`src/rtl/usb_dma_seq_pkg.sv`:
```
package usb_dma_seq_pkg;

  typedef enum logic [1:0] {
    ST_IDLE  = 2'd0,
    ST_RUN   = 2'd1,
    ST_DRAIN = 2'd2,
    ST_FETCH = 2'd3
  } seq_state_t;

  typedef struct packed {
    logic en;
    logic link;
    logic close;
  } chan_cfg_t;

endpackage

```
`src/rtl/usb_dma_close_det.sv`:
```
module usb_dma_close_det #(
  parameter bit HS_ISO_CLOSE = 1'b1
) (
  input  logic close_en,
  input  logic hs_iso,
  input  logic pkt_end,
  input  logic pkt_short,
  input  logic pid_mdata,
  output logic close_hit
);

  generate
    if (HS_ISO_CLOSE) begin : g_pid_close
      // isochronous: any PID class other than MDATA ends the buffer
      assign close_hit = close_en & pkt_end & (hs_iso ? ~pid_mdata : pkt_short);
    end else begin : g_short_only
      assign close_hit = close_en & pkt_end & ~hs_iso & pkt_short;
    end
  endgenerate

endmodule

```
`src/rtl/usb_dma_len_ctr.sv`:
```
module usb_dma_len_ctr #(
  parameter int LEN_W = 16
) (
  input  logic             clk,
  input  logic             rst,
  input  logic             load,
  input  logic [LEN_W-1:0] load_val,
  input  logic             dec,
  output logic             is_zero,
  output logic             is_last
);

  localparam logic [LEN_W-1:0] ONE = {{(LEN_W-1){1'b0}}, 1'b1};

  logic [LEN_W-1:0] cnt_q;

  always_ff @(posedge clk) begin
    if (rst) begin
      cnt_q <= '0;
    end else if (load) begin
      cnt_q <= load_val;
    end else if (dec && cnt_q != '0) begin
      cnt_q <= cnt_q - ONE;
    end
  end

  assign is_zero = (cnt_q == '0);
  assign is_last = (cnt_q == ONE);

endmodule

```
`src/rtl/usb_dma_desc_port.sv`:
```
module usb_dma_desc_port (
  input  logic clk,
  input  logic rst,
  input  logic start,
  input  logic ack,
  output logic req,
  output logic taken
);

  logic req_q;

  always_ff @(posedge clk) begin
    if (rst) begin
      req_q <= 1'b0;
    end else if (start) begin
      req_q <= 1'b1;
    end else if (req_q && ack) begin
      req_q <= 1'b0;
    end
  end

  assign req   = req_q;
  assign taken = req_q & ack;

endmodule

```
`src/rtl/usb_dma_chan_seq.sv`:
```
module usb_dma_chan_seq
  import usb_dma_seq_pkg::*;
#(
  parameter int LEN_W        = 16,
  parameter bit HS_ISO_CLOSE = 1'b1
) (
  input  logic             clk,
  input  logic             rst,
  input  logic             ctl_wr,
  input  logic             ctl_en,
  input  logic             ctl_link,
  input  logic             ctl_close,
  input  logic [LEN_W-1:0] ctl_len,
  input  logic             ep_req,
  input  logic             ep_hs_iso,
  input  logic             pkt_end,
  input  logic             pkt_short,
  input  logic             pid_mdata,
  input  logic             fifo_empty,
  output logic             desc_req,
  input  logic             desc_ack,
  input  logic             desc_en,
  input  logic             desc_link,
  input  logic             desc_close,
  input  logic [LEN_W-1:0] desc_len,
  output logic             xfer_strobe,
  output logic             sts_en,
  output logic             sts_active,
  output logic             eob
);

  seq_state_t       st_q, st_nx;
  chan_cfg_t        cfg_q, cfg_nx;
  logic             act_q, xfer_q, eob_q;
  logic             xfer_nx, eob_nx;
  logic             len_ld, len_dec;
  logic [LEN_W-1:0] len_val;
  logic             len_zero, len_last;
  logic             close_hit, desc_taken, fetch_start, done;

  usb_dma_close_det #(.HS_ISO_CLOSE(HS_ISO_CLOSE)) u_close (
    .close_en (cfg_q.close),
    .hs_iso   (ep_hs_iso),
    .pkt_end  (pkt_end),
    .pkt_short(pkt_short),
    .pid_mdata(pid_mdata),
    .close_hit(close_hit)
  );

  usb_dma_len_ctr #(.LEN_W(LEN_W)) u_len (
    .clk     (clk),
    .rst     (rst),
    .load    (len_ld),
    .load_val(len_val),
    .dec     (len_dec),
    .is_zero (len_zero),
    .is_last (len_last)
  );

  usb_dma_desc_port u_desc (
    .clk  (clk),
    .rst  (rst),
    .start(fetch_start),
    .ack  (desc_ack),
    .req  (desc_req),
    .taken(desc_taken)
  );

  always_comb begin
    st_nx   = st_q;
    cfg_nx  = cfg_q;
    len_ld  = 1'b0;
    len_val = ctl_len;
    len_dec = 1'b0;
    xfer_nx = 1'b0;
    eob_nx  = 1'b0;
    done    = 1'b0;
    unique case (st_q)
      ST_IDLE: begin
        if (ctl_wr) begin
          cfg_nx.en    = ctl_en;
          cfg_nx.link  = ctl_link;
          cfg_nx.close = ctl_close;
          // length only while the channel is frozen
          len_ld = ~cfg_q.en & ~act_q;
        end else if (ep_req) begin
          if (cfg_q.en) begin
            if (len_zero) done = 1'b1;
            else          st_nx = ST_RUN;
          end else if (cfg_q.link) begin
            st_nx = ST_FETCH;
          end
        end
      end
      ST_RUN: begin
        if (ctl_wr) begin
          cfg_nx.link  = ctl_link;
          cfg_nx.close = ctl_close;
        end
        if (ctl_wr && !ctl_en) begin
          st_nx = ST_DRAIN;
        end else begin
          if (ep_req) begin
            len_dec = 1'b1;
            xfer_nx = 1'b1;
            if (len_last) done = 1'b1;
          end
          if (close_hit) done = 1'b1;
        end
      end
      ST_DRAIN: begin
        if (ctl_wr) begin
          cfg_nx.link  = ctl_link;
          cfg_nx.close = ctl_close;
        end
        if (fifo_empty) begin
          cfg_nx.en = 1'b0;
          st_nx     = ST_IDLE;
        end
      end
      ST_FETCH: begin
        if (desc_taken) begin
          cfg_nx.en    = desc_en;
          cfg_nx.link  = desc_link;
          cfg_nx.close = desc_close;
          len_ld       = 1'b1;
          len_val      = desc_len;
          st_nx        = ST_IDLE;
        end
      end
      default: st_nx = ST_IDLE;
    endcase
    if (done) begin
      eob_nx    = 1'b1;
      cfg_nx.en = 1'b0;
      st_nx     = cfg_nx.link ? ST_FETCH : ST_IDLE;
    end
  end

  assign fetch_start = (st_nx == ST_FETCH) && (st_q != ST_FETCH);

  always_ff @(posedge clk) begin
    if (rst) begin
      st_q   <= ST_IDLE;
      cfg_q  <= '0;
      act_q  <= 1'b0;
      xfer_q <= 1'b0;
      eob_q  <= 1'b0;
    end else begin
      st_q   <= st_nx;
      cfg_q  <= cfg_nx;
      act_q  <= (st_nx != ST_IDLE);
      xfer_q <= xfer_nx;
      eob_q  <= eob_nx;
    end
  end

  assign xfer_strobe = xfer_q;
  assign sts_en      = cfg_q.en;
  assign sts_active  = act_q;
  assign eob         = eob_q;

endmodule

```
`config.mk`:
```
export PLATFORM = sky130hd
export DESIGN_NAME = usb_dma_chan_seq
export DESIGN_NICKNAME = d
export VERILOG_FILES = /design/src/rtl/usb_dma_seq_pkg.sv /design/src/rtl/usb_dma_close_det.sv /design/src/rtl/usb_dma_len_ctr.sv /design/src/rtl/usb_dma_desc_port.sv /design/src/rtl/usb_dma_chan_seq.sv
export SDC_FILE = /design/constraint.sdc
export NUM_CORES = 1
export LEC_CHECK = 0
export BUFFER_PORTS_ARGS = -buffer_cell sky130_fd_sc_hd__buf_2
export CORE_AREA = 2 2 94 73
export CTS_CLUSTER_SIZE = 8
export DETAILED_ROUTE_END_ITERATION = 10
export DIE_AREA = 0 0 96 75
export GPL_ROUTABILITY_DRIVEN = 0
export SLEW_MARGIN = 30
export SYNTH_ARGS = -nofsm -noshare
export SYNTH_HDL_FRONTEND = slang
export SYNTH_HIERARCHICAL = 1
export SYNTH_SLANG_ARGS = --single-unit
```
`constraint.sdc`:
```
create_clock -name clk -period 4.1 [get_ports clk]
set_clock_uncertainty 0.2 [all_clocks]
set_input_delay 0.41 -clock clk [delete_from_list [all_inputs] [get_ports clk]]
set_output_delay 0.41 -clock clk [all_outputs]
set_load 0.01 [all_outputs]
```
# --- Word level (Yosys, flattened, before mapping) ---
# Cells that the tools add are included.
totals:
  reg_bits: 25
  inputBits: 48
  out_inout_bits: 5
  word_cells: 83
classes:
  addsub: 1
  n_eq_ne: 10
  muxes: 40
  bitwise_logic: 7
  reduce_logical: 16
op_table:
  columns: ["op", "n"]
  rows:
  - ["two-way mux 16 bit", 4]
  - ["two-way mux 2 bit", 11]
  - ["two-way mux 1 bit", 18]
  - ["equality test 16 x 1 -> 1 bit (second input constant)", 1]
  - ["zero test 16 bit", 1]
  - ["nonzero test 16 bit", 1]
  - ["subtractor 16 x 1 -> 16 bit (second input constant)", 1]
  - ["inequality test 2 bit (second input constant)", 4]
  - ["one-hot mux 2 bit (4 select lines)", 1]
  - ["equality test 2 bit (second input constant)", 3]
  - ["two-way mux 3 bit", 2]
  - ["one-hot mux 2 bit (3 select lines)", 1]
  - ["nonzero test 2 bit", 3]
  - ["bitwise AND 1 bit", 4]
  - ["logical AND 1 bit", 4]
  - ["one-hot mux 1 bit (2 select lines)", 2]
  - ["AND reduction 4 bit", 1]
  - ["OR reduction 2 bit", 2]
  - ["inverter 1 bit", 3]
  - ["one-hot mux 1 bit (3 select lines)", 1]
  - ["AND reduction 3 bit", 1]
  - ["nonzero test 3 bit", 1]
  - ["equality test 2 x 1 -> 1 bit (second input constant)", 1]
  - ["zero test 2 bit", 1]
  - ["2 further kinds", 2]

# --- Depth between registers and ports, before layout ---
logic_depth:
  depth_word: 10
  ltp_mapped: 11
  depth_no_buf: 10

# --- Modules after synthesis ---
# The synthesis kept the hierarchy.
by_module_without_submodules:
  columns: ["mod", "instances", "cells_per_inst", "area_per_inst_um2", "seq_area_each_um2"]
  rows:
  - ["usb_dma_len_ctr", 1, 122, 974.7, 320.3]
  - ["usb_dma_chan_seq", 1, 85, 847.1, 160.2]
  - ["usb_dma_desc_port", 1, 5, 46.3, 20.0]
  - ["usb_dma_close_det", 1, 4, 32.5, 0.0]

# --- Least setup slack after synthesis ---
# Ideal clock, no wire load.
synth_timing:
  path_type: "register to register"
  startpoint: "register st_q[1]"
  endpoint: "register u_len.cnt_q[0]"
  setup_time_ns: 0.136
  arrival_time_ns: 2.292
  t_required_ns: 3.764
  setup_slack_ns: 1.472
  stages_incl_launch_ff: 11
  path_buffers: 2
  period_less_slack_ns: 2.628
  path_cell_list: "dfxtp_1 inv_1 ha_1 inv_2 or4b_4 a21oi_2 clkbuf_1 clkinv_1 clkbuf_1 nor2_1 a211oi_2"
synth_via:
  elab_cells_between_ends: 9
  classes_between: "eq/ne: 2; mux: 4; reduce/logical: 3"
synth_lines:
  columns: ["item", "line_no", "rtl"]
  rows:
  - ["start: declaration", "usb_dma_chan_seq.sv:32", "seq_state_t st_q, st_nx;"]
  - ["start signal: assignment", "usb_dma_chan_seq.sv:150", "st_q <= st_nx;"]
  - ["equality test 2 bit / zero test 2 bit (equally long branches)", "usb_dma_chan_seq.sv:78", "unique case (st_q)"]
  - ["one-hot mux 1 bit (2 select lines) *", "usb_dma_chan_seq.sv:78", null]
  - ["via len_ld", "usb_dma_chan_seq.sv:36", "logic len_ld, len_dec;"]
  - ["two-way mux 16 bit / nonzero test 2 bit (equally long branches)", null, null]
  - ["end signal: assignment", "usb_dma_len_ctr.sv:21", "cnt_q <= load_val;"]
  - ["end signal: assignment", "usb_dma_len_ctr.sv:23", "cnt_q <= cnt_q - ONE;"]
  - ["end: declaration", "usb_dma_len_ctr.sv:15", "logic [LEN_W-1:0] cnt_q;"]
# Mark *: on every way through the listed nets, which the timed path passes. The rest lies on a longest branch.
# A chain may end at the register's enable or synchronous reset.

# --- Final worst setup path ---
layout_timing:
  startpoint: "register st_q[1]"
  endpoint: "register u_len.cnt_q[5]"
# Same word-level chain as after synthesis.

==> run_results.csv <==
group,metric,value,unit
logic_synthesis,syn_area,0.001901,mm2
logic_synthesis,syn_avg_cell_area,8.799,um2
detailed_routing,antenna_left,0,
worst_setup_path,critPathLaunch,"st_q[1]",
finish,final_layout_size_suffix_gt1_share,35.98,%
cts,tritoncts,"built",
detailed_routing,avgRoutedWirePerCell,13.34,um
sta,fin_crit_sh,78.28,%
min_path,hold_path.class,"input port to register",
cts,insertion_delay,0.27,ns
min_path,hold_end,"u_desc/req",
global_routing,antenna_found_initial,0,
min_path,hp-start,"desc_ack",
floorplan,dieArea,0.007200,mm2
placed_design,portBuffers,52,
worst_setup_path,cp_data_arrival_time,3.15,ns
pwr,p_leak,0.8831,nW
worst_setup_path,end_kind,"register",
floorplan,initial_utilization,30.53,%
floorplan,die_h,75,um
worst_setup_path,worstPathRequired,4.04,ns
logic_synthesis,synth_warnings,6,
placed_design,dp.cells,341,
cts,cts_made_buffers,3,
global_routing,grt_util_all_layers,13.26,%
floorplan,fp.dieW,96,um
global_routing,grt_pass1_wl,7.458,mm
sta,slew_headroom,54.54,%
sta,tightest_slew,0.6778,ns
worst_setup_path,worstReg2RegStart,"st_q[1]",
logic_synthesis,synth_ff_type,"dfxtp_1",
worst_setup_path,reg2reg_depth,8,
logic_synthesis,synthTopCellsByArea,"dfxtp_1, mux2_2, xnor2_1, ha_1, nor2_1",
worst_setup_path,crit_slowest_cell,"clkinv_1",
floorplan,std_cell_rows,25,
worst_setup_path,r2r_slack,0.89,ns
worst_setup_path,cp_num_buf_inv,3,
logic_synthesis,async_reset_ff_share,0,%
global_routing,grt_max_degree,26,
cts,post_cts_buffers,0,
cts,clockRootBuffer,"clkbuf_8",
detailed_routing,remaining_drc_errors,0,
sta,period_needed,3.210,ns
sta,rsz0062_at_grt,"no",
worst_setup_path,cpPeakStageDelay,0.67,ns
sta,maxSlewViolCount,0,
sta,final-hold-violation-count,0,
logic_synthesis,yosys_register_bits,25,
placed_design,hpwl,3.476,mm
worst_setup_path,r2r_end,"u_len/cnt_q[5]",
logic_synthesis,seq_area_frac_synth,26.33,%
cts,numClockSinks,25,
global_routing,grt_pass1_vias,1565,
cts,ctsHoldBuffers,0,
sta,setup_viol,0,
sta,fin_tns_setup,0,ns
detailed_routing,firstDrtPassIters,4,
floorplan,io_pins,53,
finish,area_growth,19.42,%
worst_setup_path,worstSetupPathType,"register to register",
finish,num_antenna_cells,0,
floorplan,coreArea,0.006225,mm2
global_routing,grt-ovfl-total,0,
finish,stdcell_area,0.002270,mm2
pwr,vdd_drop_max,0.1235,mV
finish,nets,319,
worst_setup_path,crit_family,"buffers and inverters",
worst_setup_path,cp_cell_sequence,"inv_1, ha_1, inv_2, or4b_4, a21oi_2, clkinv_1, o21bai_1, a21oi_1",
pwr,finalPower,0.0006662,W
cts,post_cts_resized,0,
detailed_routing,avgViaCountPerCell,5.067,
cts,clk_pin_slew,0.09,ns
logic_synthesis,syn_inst,216,
worst_setup_path,crit_fanout,25,
worst_setup_path,startpoint_type,"register",
pwr,power.density,293.5,mW/mm2
cts,clockBufferDepth,2,
sta,max_freq,311.6,MHz
logic_synthesis,yosysTopAreaCellShare,26.33,%
detailed_routing,wl,4.602,mm
logic_synthesis,yosys.area.top_type,"dfxtp_1",
cts,htree_levels,1,
min_path,whs_path_depth,3,
status,status,"finished clean",
run,drv_cap,0,
logic_synthesis,ys_types,55,
detailed_routing,drt_iter0_markers,166,
logic_synthesis,syn_nets,270,
placed_design,placed_area,0.002223,mm2
logic_synthesis,synth_edf_count,0,
finish,finalNonFillerCells,345,
detailed_routing,vias,1748,
cell type report:
class / count / area, um2
fillers: 654 / 3955
multi-input cells: 172 / 1320
flip-flops and latches: 25 / 500.5
repair buffers: 52 / 260.3
well taps: 81 / 101.3
clock buffers: 3 / 41.29
inverters: 11 / 41.29
clock inverters: 1 / 5.005
cells in the mapped netlist (3+ instances only):
library cell and number:
a211oi_1 9, a21oi_2 3, nor3_1 11, clkbuf_1 6, a21oi_1 9, nor2_1 20, inv_1 9, nand2_1 11
nand2b_1 10, ha_1 6, o21ai_0 3, mux2_2 16, or3_1 7, dfxtp_1 25, nor4_1 10, xnor2_1 10
mux2i_1 4
kinds of logic after synthesis:
| family | count (synthesis) | synth area share (%) |
|---|---|---|
| XOR/XNOR | 10 | 4.608 |
| AND/OR/NAND/NOR | 91 | 29.16 |
| buffers and inverters | 19 | 4.212 |
| multiplexers | 20 | 11.59 |
| adder cells (fa/ha/maj) | 6 | 3.950 |
| flip-flops | 25 | 26.33 |
| AO/OA/AOI/OAI | 45 | 20.14 |
power breakdown:
part / total [W] / switching (W) / internal [W]
registers: 0.000296 / 0.0000279 / 0.000268
clock network: 0.000153 / 0.0000846 / 0.0000682
logic: 0.000217 / 0.000119 / 0.0000981
routing by layer:
metal | global-route usage, % | vias up | wire, um
met2 | 20.06 | 46 | 1947
met3 | 3.003 | 8 | 241
met1 | 19.12 | 799 | 2341
li1 | - | 895 | -
met4 | 3.333 | 0 | 71
met5 | 0 | - | 0
metrics by stage:
| stage | hold WS, ns | setup slack [ns] | util [%] |
|---|---|---|---|
| 2_1_floorplan | 0.2641 | 1.472 | - |
| 3_3_place_gp | 0.2785 | 1.052 | 35.72 |
| 3_5_place_dp | 0.2989 | 0.8856 | 35.72 |
| 4_1_cts | 0.2276 | 0.8999 | 36.46 |
| 5_1_grt | 0.2314 | 0.6186 | 36.46 |
| 6_report | 0.2271 | 0.8904 | 36.46 |
layout by cell type (no fill, tap or decap), types with 3 or more instances in the layout:
cell	netlist	final
nand2_1	11	11
mux2_2	16	16
xnor2_1	10	10
buf_2	1	52
clkbuf_8	0	3
a211oi_1	9	9
a21oi_2	3	3
inv_1	9	9
a21oi_1	9	9
ha_1	6	6
mux2i_1	4	4
or3_1	7	7
nor4_1	10	10
nor3_1	11	11
o21ai_0	3	3
nor2_1	20	20
dfxtp_1	25	25
nand2b_1	10	10
how the worst max path moves through the flow:
stage / endpoint / slack, ns / cells past startpoint
after floorplan: u_len/cnt_q[0] / 1.47 / 10
after global placement: u_len/cnt_q[4] / 1.05 / 8
after detailed placement: u_len/cnt_q[5] / 0.89 / 8
after CTS: u_len/cnt_q[5] / 0.90 / 8
after global routing: u_len/cnt_q[3] / 0.62 / 7
final: u_len/cnt_q[5] / 0.89 / 8
worst register-to-register path, cell delays in order, from the launching register on:
cell	delay (ns)
dfxtp_1	0.35
inv_1	0.15
ha_1	0.39
inv_2	0.08
or4b_4	0.49
a21oi_2	0.37
clkinv_1	0.67
o21bai_1	0.33
a21oi_1	0.06
flip-flops by register name, indices dropped and copies added (netlist names):
signal	count
cfg_q	2
eob	1
st_q	2
sts_active	1
sts_en	1
u_desc/req	1
u_len/cnt_q	16
xfer_strobe	1
Note: power is estimated with default switching activity, not from simulation.
